<file path="src/rtl/gpio_pair.sv">
module gpio_pair #(
  parameter int PORT_W = 8,
  parameter int ADDR_W = 12,
  parameter int DATA_W = 32
) (
  input  logic              pclk,
  input  logic              presetn,
  input  logic              psel,
  input  logic              penable,
  input  logic              pwrite,
  input  logic [ADDR_W-1:0] paddr,
  input  logic [DATA_W-1:0] pwdata,
  output logic [DATA_W-1:0] prdata,
  input  logic [PORT_W-1:0] pa_in,
  output logic [PORT_W-1:0] pa_out,
  output logic [PORT_W-1:0] pa_oe,
  input  logic [PORT_W-1:0] pb_in,
  output logic [PORT_W-1:0] pb_out,
  output logic [PORT_W-1:0] pb_oe
);

  localparam logic [ADDR_W-1:0] OFS_A_DAT = ADDR_W'('h00);
  localparam logic [ADDR_W-1:0] OFS_A_DIR = ADDR_W'('h04);
  localparam logic [ADDR_W-1:0] OFS_B_DAT = ADDR_W'('h08);
  localparam logic [ADDR_W-1:0] OFS_B_DIR = ADDR_W'('h0C);
  localparam int PAD_W = DATA_W - PORT_W;

  logic [PORT_W-1:0] dir_a, dir_b, dat_a, dat_b, smp_a, smp_b;
  logic [PORT_W-1:0] rd_a, rd_b, rd_sel;
  logic              wr_en, rd_en;
  logic              hit_a_dat, hit_a_dir, hit_b_dat, hit_b_dir;

  assign wr_en     = psel & penable & pwrite;
  assign rd_en     = psel & ~pwrite;
  assign hit_a_dat = (paddr == OFS_A_DAT);
  assign hit_a_dir = (paddr == OFS_A_DIR);
  assign hit_b_dat = (paddr == OFS_B_DAT);
  assign hit_b_dir = (paddr == OFS_B_DIR);

  always_ff @(posedge pclk or negedge presetn) begin
    if (!presetn) begin
      dir_a <= '0;
      dir_b <= '1;
      dat_a <= '0;
      dat_b <= '0;
    end else if (wr_en) begin
      if (hit_a_dat) dat_a <= pwdata[PORT_W-1:0];
      if (hit_a_dir) dir_a <= pwdata[PORT_W-1:0];
      if (hit_b_dat) dat_b <= pwdata[PORT_W-1:0];
      if (hit_b_dir) dir_b <= pwdata[PORT_W-1:0];
    end
  end

  always_ff @(posedge pclk or negedge presetn) begin
    if (!presetn) begin
      smp_a <= '0;
      smp_b <= '0;
    end else begin
      smp_a <= pa_in;
      smp_b <= pb_in;
    end
  end

  assign pa_oe  = dir_a;
  assign pb_oe  = ~dir_b;
  assign pa_out = dat_a;
  assign pb_out = dat_b;

  assign rd_a = (dat_a & pa_oe) | (smp_a & ~pa_oe);
  assign rd_b = (dat_b & pb_oe) | (smp_b & ~pb_oe);

  always_comb begin
    rd_sel = '0;
    if (hit_a_dat) rd_sel = rd_a;
    if (hit_a_dir) rd_sel = dir_a;
    if (hit_b_dat) rd_sel = rd_b;
    if (hit_b_dir) rd_sel = dir_b;
  end

  assign prdata = rd_en ? {{PAD_W{1'b0}}, rd_sel} : '0;

  p_reset_state_r1: assert property (@(posedge pclk) disable iff (!presetn)
    $rose(presetn) |-> (pa_oe == '0 && pb_oe == '0 && pa_out == '0 && pb_out == '0));

  p_hold_no_access_r2: assert property (@(posedge pclk) disable iff (!presetn)
    !(psel && penable && pwrite) |=>
      ($stable(pa_oe) && $stable(pb_oe) && $stable(pa_out) && $stable(pb_out)));

  p_dir_a_polarity_r3: assert property (@(posedge pclk) disable iff (!presetn)
    (psel && penable && pwrite && paddr == OFS_A_DIR) |=> pa_oe == $past(pwdata[PORT_W-1:0]));

  p_dir_b_polarity_r4: assert property (@(posedge pclk) disable iff (!presetn)
    (psel && penable && pwrite && paddr == OFS_B_DIR) |=> pb_oe == ~$past(pwdata[PORT_W-1:0]));

  p_pad_sampled_r7: assert property (@(posedge pclk) disable iff (!presetn)
    ($past(presetn) && psel && !pwrite && paddr == OFS_A_DAT) |->
      ((prdata[PORT_W-1:0] & ~pa_oe) == ($past(pa_in) & ~pa_oe)));

  p_upper_zero_r8: assert property (@(posedge pclk) disable iff (!presetn)
    prdata[DATA_W-1:PORT_W] == '0);

  p_unused_zero_r9: assert property (@(posedge pclk) disable iff (!presetn)
    (psel && !pwrite && paddr != OFS_A_DAT && paddr != OFS_A_DIR &&
     paddr != OFS_B_DAT && paddr != OFS_B_DIR) |-> prdata == '0);

  p_idle_zero_r10: assert property (@(posedge pclk) disable iff (!presetn)
    !(psel && !pwrite) |-> prdata == '0);

endmodule

</file>
<file path="config.mk">
export PLATFORM = sky130hd
export DESIGN_NAME = gpio_pair
export DESIGN_NICKNAME = d
export VERILOG_FILES = /design/src/rtl/gpio_pair.sv
export SDC_FILE = /design/constraint.sdc
export NUM_CORES = 1
export LEC_CHECK = 0
export ABC_AREA = 1
export BUFFER_PORTS_ARGS = -buffer_cell sky130_fd_sc_hd__buf_2
export CAP_MARGIN = 20
export CORE_UTILIZATION = 35
export DETAILED_ROUTE_END_ITERATION = 7
export GPL_TIMING_DRIVEN = 0
export MAX_ROUTING_LAYER = met4
export PLACE_DENSITY = 0.66
export SYNTH_ARGS = -nofsm -noshare
export SYNTH_HDL_FRONTEND = slang
export SYNTH_SLANG_ARGS = --single-unit
</file>
<file path="constraint.sdc">
create_clock -name pclk -period 1.4 [get_ports pclk]
set_clock_uncertainty 0.1 [all_clocks]
set_input_delay 0.07 -clock pclk [delete_from_list [all_inputs] [get_ports pclk]]
set_output_delay 0.07 -clock pclk [all_outputs]
set_load 0.05 [all_outputs]
</file>
Yosys cells after proc, flatten, opt, wreduce, memory -nomap -nowiden
Cells that the tools add are included.
Widths: inputs -> output; s select.

storage, ports and cells
  bits in registers = 48
  latch bits = 0
  memory bits (writable) = 0
  bits in read-only memories = 0
  input bits = 65
  memories kept = 0

operators by class
  add/subtract/negate cells = 0
  multiply operators = 0
  div/mod/pow operators = 0
  $lt $le $gt $ge = 0
  equal/unequal tests = 3
  shift operators = 0
  mux-type cells = 5
  bitwise gates (word level) = 13
  reductions and logical operators = 5

operators with widths
  kind                 count
  $mux 8               5
  $and 8x8->8          4
  $eq 12x4->1 const B  2
  $not 8->8            3
  $or 8x8->8           2
  $eq 12x3->1 const B  1
  $logic_not 12->1     1
  $reduce_and 2->1     4
  $and 1x1->1          3
  $not 1->1            1

Depth between registers and ports, before layout
Gate-level depths: netlist of the first run.

  depth after elaboration = 8
  mapped depth = 10

Least setup slack after synthesis of the first run
No wires, ideal clock.

  kind = register to output
  from = register dir_b[0]
  to = output prdata[0]
  arrival = 1.730 ns
  data required time = 1.230 ns
  slack = -0.500 ns
  stages on the path, launching flop included = 6
  path buffers = 0
  path through = dfstp_2 > inv_1 > nand2_1 > nand2_1 > o211ai_1 > a21oi_1

between the ends
  word-level cells in the longest chain between the ends = 7
  elaborated cells between the ends (all ways) = 8
  classes of those cells = mux (3); bitwise (5)

ends and longest elaborated chain
  item                    RTL line  source
  start, declared         28        logic [PORT_W-1:0] dir_a, dir_b, dat_a, dat_b, smp_a, smp_b;
  start signal, assigned  50        if (hit_b_dir) dir_b <= pwdata[PORT_W-1:0];
  $not 8->8 (*)           65        assign pb_oe = ~dir_b;
  named net pb_oe[0]      19        output logic [PORT_W-1:0] pb_oe
  $not 8->8               70        assign rd_b = (dat_b & pb_oe) | (smp_b & ~pb_oe);
  $and 8x8->8             70
  $or 8x8->8 (*)          70
  $mux 8 (*)              76        if (hit_b_dat) rd_sel = rd_b;
  $mux 8 (*)              77        if (hit_b_dir) rd_sel = dir_b;
  $mux 8 (*)              80        assign prdata = rd_en ? {{PAD_W{1'b0}}, rd_sel} : '0;
  end, declared           13        output logic [DATA_W-1:0] prdata,

Mark *: on every way through the listed nets, which the timed path passes. The rest lies on a longest branch.

Final worst setup path of the first run
  from = register dir_b[6]
  to = output prdata[6]

between the ends
  word-level cells in the longest chain between the ends = 7
  elaborated cells between the ends (all ways) = 8
  classes of those cells = mux (3); bitwise (5)

ends and longest elaborated chain
  item         RTL line
  $not 8->8    65
  $not 8->8    70
  $and 8x8->8  70
  $or 8x8->8   70
  $mux 8       76
  $mux 8 (*)   77
  $mux 8 (*)   80

Mark *: on every way between the ends. The rest lies on a longest branch, timed or not.

==> metrics.cfg, run 1 <==
[synth]
syn_area_um2=2596
async_flop_share_pct=100.0
synthAdderAreaFrac_pct=0
muxShareOfSynthArea_pct=0
synth_warnings=0
synth_edf_count=0
synth_ff_type=dfrtp_1
synth_compound_area_share_pct=15.04
ys_types=22
ys_seq_area_share_pct=46.65
synthSimpleGateAreaFrac_pct=22.60
avgSynthCellArea_um2=8.512
synth_cells=305
ys_ff_latch=48
synth_top_family_by_area=simple AND/OR/NAND/NOR gates
synth_xor_area_share_pct=0

[layout]
nets=523
layoutNonFillerInstCount=558
final_util_pct=54.18
drive_gt1_share_pct=45.32
area_delta_synth_final_pct=50.55
antenna_cells=0
final_cell_mix=nand2_1, buf_2, buf_4
mostFrequentLayoutCell=nand2_1
num-fill-cells=660

[power]
power.density_nw_per_um2=743.4
peakVddDrop_uv=536.3
power_leakage_nw=1.976

[setup_path]
cp_top_family=flip-flops
required_ps=1230
startpoint_type=flop
path_common_cell=nand2_1
critPathKind=flop to output port
path_cells=inv_2 > nand2_1 > nand2_1 > o211ai_1 > a21oi_4 > buf_6
crit_buf_inv=2
slowest_delay_ps=580
path_max_fanout=4
critPathCaptureType=output port
critPathSlowestCell=dfstp_2
cp.arrival_ps=1530

[place]
gp_congestion=0.7964
port_buffers=80
dp_cells=507
dp_hpwl_um=4832
pre_cts_slack_ps=-523.0

[global_routing]
grt_pass1_vias=2222
grt_pass1_wl_um=10600
grt_max_degree=49
overflow=0
antenna_found_initial=0
grtUsageTotal_pct=18.97

[sta]
report.final.slew_viol_count=0
rsz0062_at_grt=true
hold_viol=0
fin_crit_sh_pct=121.6
worstMarginPinSlew_ps=605.0
slew_headroom_pct=59.52
fin_ws_ps=-302.6
finalSetupViolCount=8
fin_hold_ws_ps=139.7
fmax_ghz=0.5873
timing.setup.tns_ps=-2103
min_period_ps=1703

[run_status]
violations=negative setup slack
status=finished, violations left

[floorplan]
initial_core_util_pct=35.99
die_x_um=88.13
die_h_um=88.13
num_io_pins=129
core_area_um2=7214
rows=31
die_area_um2=7766

[cts]
numCtsBuffers=5
clock-sinks=48
insertion_delay_ps=310
cts_tree=built
clk_path_buf_depth=2
htreeDepth=2
root_buffer=clkbuf_8
clk_pin_slew_ps=100

[detailed_routing]
drc_errors=0
first_pass_iters=4
postRouteAntennaNets=0
wl_um=6915
wl_per_cell_um=12.39
routed_via_density=4.337
detail_route.iter0.violations=133
vias=2420

[run]
maxCapViolCount=0

[min_path]
hold_path.class=primary input to asynchronous set/reset pin

-- what timing repair did --
| item | 4_1_cts | 5_1_grt |
|---|---|---|
| pin swaps | 18 | 12 |
| resized for setup | 38 | 8 |
| hold endpoints to repair | 71 | 0 |
| setup endpoints to repair | 8 | 11 |
| hold buffers | 25 | 0 |
| buffers inserted | 11 | 6 |
-- per-layer routing --
| metal | vias up | GRT usage, % | share of wire (%) |
|---|---|---|---|
| li1 | 1216 | - | - |
| met1 | 1104 | 22.71 | 41 |
| met5 | - | - | 0 |
| met3 | 4 | 3.205 | 6.7 |
| met2 | 96 | 33.54 | 51 |
| met4 | 0 | 3.959 | 0.72 |
-- final timing paths --
check,start,endpoint,slack [ps],cells past startpoint
max,dir_b[6]$_DFFE_PN1P_,prdata[6],-300,6
min,presetn,pb_out[0]$_DFFE_PN0P_,140,2
max reg2reg,dir_b[3]$_DFFE_PN1P_,dir_b[3]$_DFFE_PN1P_,450,3
min reg2reg,pb_out[1]$_DFFE_PN0P_,pb_out[1]$_DFFE_PN0P_,420,2
max in group asynchronous,presetn,dir_b[5]$_DFFE_PN1P_,480,3
min in group pclk,penable,pa_out[2]$_DFFE_PN0P_,170,5
-- sequential cells by signal, summed over array words and instances, names as in the netlist --
name and flops:
dir_b 8, pa_oe 8, pa_out 8, pb_out 8, smp_a 8, smp_b 8
-- synthesized netlist by cell type (2+ instances only) --
cell type	count	area, um^2
dfrtp_1	40	1001
nand3_2	3	30.03
nor2_1	6	22.52
nand3_1	10	50.05
o21ai_0	16	80.08
a21oi_1	8	40.04
o211ai_1	8	60.06
nand2_2	6	37.54
buf_4	26	195.2
buf_6	5	56.30
nand2_1	96	360.4
inv_1	38	142.6
o21ai_2	24	210.2
nor2_4	2	22.52
nor3_1	2	10.01
dfstp_2	8	210.2
nor3_4	2	32.53
-- cell families after synthesis --
family,after synthesis
and+or+nand+nor,129
buffers and inverters,71
AOI/OAI and AO/OA,56
DFF,48
other,1
-- cell type report --
cell class	count	area, um^2	share of cell area [%]
repair buffers	123	867.1	22.18
flip-flops and latches	48	1211	30.99
multi-input cells	209	1184	30.28
plain buffers	31	255.2	6.530
clock inverters	3	46.29	1.184
clock buffers	5	68.82	1.761
well taps	99	123.9	3.169
inverters	40	152.6	3.905
-- report_power, final --
part / switching, mW / internal [mW]
sequential: 0.00842 / 1.41
combinational: 0.293 / 0.165
clock: 0.489 / 0.538
total: 0.791 / 2.11
-- worst register-to-register path, cell delays in order (launching register included) --
cell and delay (ps):
dfstp_2 560, buf_4 110, nand2_1 50, o21ai_2 60
-- stage by stage --
stage | total power, mW | instance area [um^2]
finish | 2.906 | 3909
global route | 3.013 | 3909
CTS | 2.914 | 3817
detailed placement | 1.832 | 3297
global placement | 1.827 | 3297
floorplan | 1.715 | 2773
Note: power is estimated with default switching activity, not from simulation.
==> run 2: changes to the inputs <==
--- a/config.mk
+++ b/config.mk
@@ -8,11 +8,13 @@
 export ABC_AREA = 1
 export BUFFER_PORTS_ARGS = -buffer_cell sky130_fd_sc_hd__buf_2
 export CAP_MARGIN = 20
-export CORE_UTILIZATION = 35
+export CELL_PAD_IN_SITES_DETAIL_PLACEMENT = 0
+export CELL_PAD_IN_SITES_GLOBAL_PLACEMENT = 1
+export CORE_UTILIZATION = 32
 export DETAILED_ROUTE_END_ITERATION = 7
 export GPL_TIMING_DRIVEN = 0
 export MAX_ROUTING_LAYER = met4
-export PLACE_DENSITY = 0.66
+export PLACE_DENSITY = 0.81
 export SYNTH_ARGS = -nofsm -noshare
 export SYNTH_HDL_FRONTEND = slang
 export SYNTH_SLANG_ARGS = --single-unit
==> metrics.cfg, run 2 (same netlist as run 1, synthesis figures left out) <==
[run_status]
status=finished, violations left
violations=negative setup slack

[cts]
root_buffer=clkbuf_8
htreeDepth=2  ; unchanged
insertion_delay_ps=300  ; about the same
cts_tree=built
clock-sinks=48  ; unchanged
clk_path_buf_depth=2  ; unchanged
clk_pin_slew_ps=80  ; -20 ps
numCtsBuffers=5  ; unchanged

[sta]
timing.setup.tns_ps=-2051  ; +51.74 ps
fmax_ghz=0.5945  ; +1.2%
fin_hold_ws_ps=89.01  ; -50.64 ps
worstMarginPinSlew_ps=666.2  ; +61.18 ps
slew_headroom_pct=55.43  ; -4.1 points
hold_viol=0  ; unchanged
fin_ws_ps=-282.1  ; +20.49 ps
min_period_ps=1682  ; -20.49 ps
finalSetupViolCount=8  ; unchanged
report.final.slew_viol_count=0  ; unchanged
rsz0062_at_grt=true
fin_crit_sh_pct=120.1  ; -1.5 points

[floorplan]
die_area_um2=8478  ; +9.2%
core_area_um2=7767  ; +7.7%
die_x_um=92.08  ; +4.5%
num_io_pins=129  ; unchanged
initial_core_util_pct=33.42  ; -2.6 points
rows=32  ; +3.2%
die_h_um=92.08  ; +4.5%

[setup_path]
critPathSlowestCell=dfstp_2
path_common_cell=nand2_1
slowest_delay_ps=570  ; about the same
cp.arrival_ps=1510  ; -20 ps
critPathKind=flop to output port
timing.rr.start=dir_b[3]$_DFFE_PN1P_
r2r-end=dir_b[3]$_DFFE_PN1P_
required_ps=1230  ; about the same
startpoint_type=flop
critPathLaunch=dir_b[6]$_DFFE_PN1P_
ff2ff_path_depth=3  ; unchanged
crit_path_end=prdata[6]
path_cells=inv_2 > nand2_1 > nand2_1 > o211ai_1 > a21oi_4 > buf_6
critPathCaptureType=output port
path_max_fanout=4  ; unchanged
ff2ff_setup_slack_ps=450  ; about the same

[global_routing]
grt_use_met1_pct=20.25  ; -2.5 points
grt_max_degree=49  ; unchanged
busiest_layer=met2
overflow=0  ; unchanged
grtUsageMet2_pct=29.79  ; -3.8 points
grt_pass1_vias=2298  ; +3.4%
use_met3_pct=2.653  ; -0.55 points
grt_pass1_wl_um=10930  ; +3.1%
grtUsageTotal_pct=17.24  ; -1.7 points
antenna_found_initial=0  ; unchanged

[layout]
final_cell_area_um2=3881  ; -0.70%
area_delta_synth_final_pct=49.49
final_util_pct=49.97  ; -4.2 points
mostFrequentLayoutCell=nand2_1
antenna_cells=0  ; unchanged
nets=520  ; -0.57%
drive_gt1_share_pct=44.96  ; -0.36 points
final_cell_mix=nand2_1, buf_2, dfrtp_1

[detailed_routing]
routed_via_density=4.265  ; -1.7%
detail_route.iter0.violations=118  ; -11%
postRouteAntennaNets=0  ; unchanged
vias=2380  ; -1.7%
drc_errors=0  ; unchanged
first_pass_iters=4  ; unchanged
wl_per_cell_um=12.34  ; -0.40%
wl_um=6887  ; -0.40%

[power]
power_leakage_nw=1.952  ; -1.2%
power.density_nw_per_um2=706.8  ; -4.9%
netSwitchingPower_uw=764.8  ; -3.3%
peakVddDrop_uv=645.9  ; +20%
combPwrFrac_pct=16.6  ; +0.8 points
swShare_pct=27.88  ; +0.65 points
clkPwrFrac_pct=31.7  ; -3.7 points
finalPower_mw=2.743  ; -5.6%
cell_internal_pwr_mw=1.979  ; -6.4%
seqPwrFrac_pct=51.7  ; +2.8 points

[run]
maxCapViolCount=0  ; unchanged

[place]
dp_hpwl_um=4939  ; +2.2%
gp_congestion=0.7588  ; -4.7%
port_buffers=80  ; unchanged
dpl_cell_area_um2=3301  ; +0.11%

[min_path]
hold_path.class=primary input to asynchronous set/reset pin

-- run 2: cell count changes in the layout (fill, tap and decap cells not counted), sizes merged --
| cell | before | now |
|---|---|---|
| buf | 129 | 126 |
| clkbuf | 5 | 7 |
| bufinv | 1 | 0 |
| inv | 41 | 40 |
-- run 2: final cells by class --
cell class / instances / area [um^2]
sequential: 48 / 1211
timing repair buffer: 120 / 853.3
inverter: 40 / 152.6
clock buffer: 7 / 86.33
fill: 754 / 3886
tap: 102 / 127.6
buffer: 31 / 259.0
clock inverter: 1 / 7.507
multi-input combinational: 209 / 1184
-- run 2: power by group through the flow --
stage / logic (mW) / registers (mW) / clock network, mW
after floorplan: 0.268 / 1.45 / 0
after global placement: 0.382 / 1.45 / 0
after detailed placement: 0.386 / 1.45 / 0
after CTS: 0.445 / 1.42 / 0.896
after global routing: 0.492 / 1.42 / 0.949
final: 0.455 / 1.42 / 0.869
-- run 2: worst max-delay path: cells and delay by family (launching register included) --
family	cells	cell delay, ps
DFF	1	570
and+or+nand+nor	2	100
buffers and inverters	2	210
AOI/OAI and AO/OA	2	330
-- run 2: how the worst min path moves through the flow --
stage,startpoint,to,slack [ps],depth (start not counted)
floorplan,presetn,pa_oe[0]$_DFFE_PN0P_,-330,0
global placement,pb_in[6],smp_b[6]$_DFF_PN0_,80,1
detailed placement,pb_in[5],smp_b[5]$_DFF_PN0_,80,1
CTS,penable,pa_out[7]$_DFFE_PN0P_,150,5
global route,presetn,smp_b[6]$_DFF_PN0_,100,2
finish,presetn,smp_b[1]$_DFF_PN0_,90,2
-- run 2: metal layers --
| layer | vias up | share of wire (%) |
|---|---|---|
| li1 | 1212 | - |
| met1 | 1067 | 43 |
| met2 | 90 | 49 |
| met3 | 11 | 5.6 |
| met4 | 0 | 2.3 |
| met5 | - | 0 |
-- run 2: through the flow --
| stage | cells | setup WS (ps) |
|---|---|---|
| global route | 558 | -355.3 |
| floorplan | 328 | -110.4 |
| global placement | 510 | -490.4 |
| detailed placement | 510 | -559.2 |
| finish | 558 | -282.1 |
| CTS | 553 | -304.1 |
-- run 2: timing repair --
action | CTS | global route
resized for setup | 40 | 8
hold endpoints to repair | 68 | 0
hold buffers | 25 | 0
buffers inserted | 10 | 4
endpoints found under the setup margin | 8 | 14
pin swaps | 18 | 11
==> run 3: changes to the inputs <==
==> config.mk (replaced) <==
export PLATFORM = sky130hd
export DESIGN_NAME = gpio_pair
export DESIGN_NICKNAME = d
export VERILOG_FILES = /design/src/rtl/gpio_pair.sv
export SDC_FILE = /design/constraint.sdc
export NUM_CORES = 1
export LEC_CHECK = 0
export BUFFER_PORTS_ARGS = -buffer_cell sky130_fd_sc_hd__buf_2
export CAP_MARGIN = 20
export CELL_PAD_IN_SITES_DETAIL_PLACEMENT = 0
export CELL_PAD_IN_SITES_GLOBAL_PLACEMENT = 1
export CORE_UTILIZATION = 34
export DETAILED_ROUTE_END_ITERATION = 7
export GPL_TIMING_DRIVEN = 0
export MAX_ROUTING_LAYER = met4
export PLACE_DENSITY = 0.83
export SYNTH_ARGS = -nofsm -noshare
export SYNTH_HDL_FRONTEND = slang
export SYNTH_SLANG_ARGS = --single-unit
export TNS_END_PERCENT = 30
==> metrics.cfg, run 3 <==
[layout]
area_delta_synth_final_pct=52.50
num-fill-cells=615  ; -18%
drive_gt1_share_pct=58.26  ; +13 points
antenna_cells=0  ; unchanged
final_cell_mix=buf_2, dfrtp_1, mux2_2
nets=385  ; -26%
mostFrequentLayoutCell=buf_2

[floorplan]
num_io_pins=129  ; unchanged
initial_core_util_pct=35.17  ; +1.7 points
die_h_um=85.60  ; -7.0%
die_x_um=85.60  ; -7.0%
rows=30  ; -6.3%
core_area_um2=6756  ; -13%
die_area_um2=7327  ; -14%

[detailed_routing]
postRouteAntennaNets=0  ; unchanged
drc_errors=0  ; unchanged
first_pass_iters=4  ; unchanged
detail_route.iter0.violations=46  ; -61%
wl_per_cell_um=14.98  ; +21%
routed_via_density=4.618  ; +8.3%
vias=1852  ; -22%
wl_um=6006  ; -13%

[synth]
ys_ff_latch=48  ; unchanged
syn_area_um2=2376  ; -8.5%
synth_cells=178  ; -42%
synth.top_cell.area_share_pct=42.13  ; +3.6 points
ys_seq_area_share_pct=50.97  ; +4.3 points
async_flop_share_pct=100.0  ; unchanged
synth_warnings=0  ; unchanged
synthTopCellsByCount=dfrtp_1, mux2_2, buf_4
avgSynthCellArea_um2=13.35  ; +57%
synth_edf_count=0  ; unchanged
synth.most_common_cell=dfrtp_1
yosysTopAreaCell=dfrtp_1
ys_types=30  ; +36%
synth_ff_type=dfrtp_1
synthTopCellsByArea=dfrtp_1, mux2_2, dfstp_2

[setup_path]
startpoint_type=primary input
critPathCaptureType=output port
path_max_fanout=8  ; +4
critPathSlowestCell=or4_4
r2r-end=pa_oe[0]$_DFFE_PN0P_
slowest_delay_ps=550  ; -20 ps
cp.arrival_ps=1900  ; +390 ps
critPathLaunch=paddr[6]
timing.rr.start=pa_oe[0]$_DFFE_PN0P_
ff2ff_setup_slack_ps=490  ; +40 ps
critPathKind=primary input to output port
path_cells=buf_6 > or4_4 > or4_4 > buf_12 > a2111oi_4 > buf_6
required_ps=1230  ; about the same
cp_top_family=simple AND/OR/NAND/NOR gates
ff2ff_path_depth=1  ; -2
crit_buf_inv=3  ; +1

[power]
seqPwrFrac_pct=47.0  ; -4.7 points
swShare_pct=23.86  ; -4.0 points
power_leakage_nw=1.756  ; -10%
peakVddDrop_uv=537.5  ; -17%
clkPwrFrac_pct=38.0  ; +6.3 points
cell_internal_pwr_mw=2.296  ; +16%
combPwrFrac_pct=14.9  ; -1.7 points
netSwitchingPower_uw=719.6  ; -5.9%
power.density_nw_per_um2=832.3  ; +18%

[sta]
slew_headroom_pct=45.61  ; -9.8 points
report.final.slew_viol_count=0  ; unchanged
rsz0062_at_grt=true
worstMarginPinSlew_ps=809.8  ; +143.6 ps
timing.setup.tns_ps=-15640  ; -13590 ps
fmax_ghz=0.4822  ; -19%
finalSetupViolCount=40  ; +32
hold_viol=0  ; unchanged
min_period_ps=2074  ; +391.6 ps
fin_ws_ps=-673.7  ; -391.6 ps
fin_hold_ws_ps=83.71  ; -5.303 ps
fin_crit_sh_pct=148.1  ; +28 points

[cts]
cts_tree=built
clk_pin_slew_ps=80  ; about the same
root_buffer=clkbuf_8
insertion_delay_ps=290  ; about the same
numCtsBuffers=5  ; unchanged
htreeDepth=2  ; unchanged
clk_path_buf_depth=2  ; unchanged
clock-sinks=48  ; unchanged

[global_routing]
antenna_found_initial=0  ; unchanged
overflow=0  ; unchanged
grt_pass1_wl_um=9390  ; -14%
grt_max_degree=49  ; unchanged
grtUsageTotal_pct=17.60  ; +0.35 points
grt_pass1_vias=1841  ; -20%

[run_status]
violations=negative setup slack
status=finished, violations left

[place]
port_buffers=80  ; unchanged
dp_hpwl_um=4041  ; -18%
gp_congestion=0.7827  ; +3.1%

[min_path]
hold_path.class=primary input to asynchronous set/reset pin

[run]
maxCapViolCount=0  ; unchanged

## run 3: cell types whose count changed after synthesis, moves of 8 or more
cell	previous run	this run
o211ai_1	8	0
a21oi_1	8	0
nand2_1	96	1
o21ai_2	24	0
o21ai_0	16	1
inv_1	38	16
nand3_1	10	1
mux2_2	0	39
## run 3: power groups by stage
| stage | registers [mW] | logic (mW) | clock network, mW |
|---|---|---|---|
| final | 1.42 | 0.451 | 1.15 |
| after global routing | 1.42 | 0.479 | 1.24 |
| after CTS | 1.42 | 0.441 | 1.19 |
| after detailed placement | 1.44 | 0.382 | 0 |
| after global placement | 1.44 | 0.379 | 0 |
| after floorplan | 1.45 | 0.267 | 0 |
## run 3: cell families (layout without fill, tap and decap cells)
| kind of cell | count (synthesis) | after routing | synth area share, % |
|---|---|---|---|
| AO/OA/AOI/OAI | 24 | 24 | 10.37 |
| buffers and inverters | 47 | 167 | 11.90 |
| flip-flops | 48 | 48 | 50.97 |
| multiplexers | 39 | 39 | 18.48 |
| other | 1 | 24 | 0.1578 |
| AND/OR/NAND/NOR | 19 | 19 | 8.110 |
## run 3: per-layer routing
metal | global-route usage (%) | share of wire [%] | up-vias
li1 | - | - | 887
met1 | 20.00 | 40 | 903
met2 | 32.15 | 55 | 60
met3 | 3.176 | 4.7 | 2
met4 | 4.091 | 0.38 | 0
met5 | - | 0 | -
## run 3: through the flow
step	total power [mW]	std cells	utilization (%)	setup WS (ps)	instance area [um^2]
finish	3.016	401	53.63	-673.7	3623
global route	3.141	401	53.63	-704.5	3623
CTS	3.048	399	52.98	-647.1	3580
detailed placement	1.827	362	45.87	-876.5	3099
global placement	1.824	361	45.70	-1197	3088
floorplan	1.713	201	-	-809.6	2587
## run 3: area by class of cell
class                           count  area [um^2]  share of cell area, %
Multi-Input combinational cell    106         1090                  30.08
Timing Repair Buffer              115        818.3                  22.58
Clock inverter                      2        60.06                  1.657
Inverter                           16        60.06                  1.657
Tap cell                           80        100.1                  2.762
Clock buffer                        6        72.57                  2.003
Sequential cell                    48         1211                  33.43
Buffer                             28        211.5                  5.836
## run 3: how the worst max path moves through the flow
stage	end	slack, ps	depth (start not counted)
floorplan	prdata[0]	-810	5
global placement	prdata[0]	-1200	6
detailed placement	pb_out[3]$_DFFE_PN0P_	-880	5
CTS	prdata[1]	-650	6
global route	prdata[1]	-700	6
finish	prdata[1]	-670	6
## run 3: what timing repair did
item | 4_1_cts | 5_1_grt
endpoints found under the setup margin | 40 | 40
setup buffers | 7 | 1
resized for setup | 21 | 1
pin swaps | 7 | 2
hold buffers | 25 | 0
hold endpoints to repair | 88 | 0
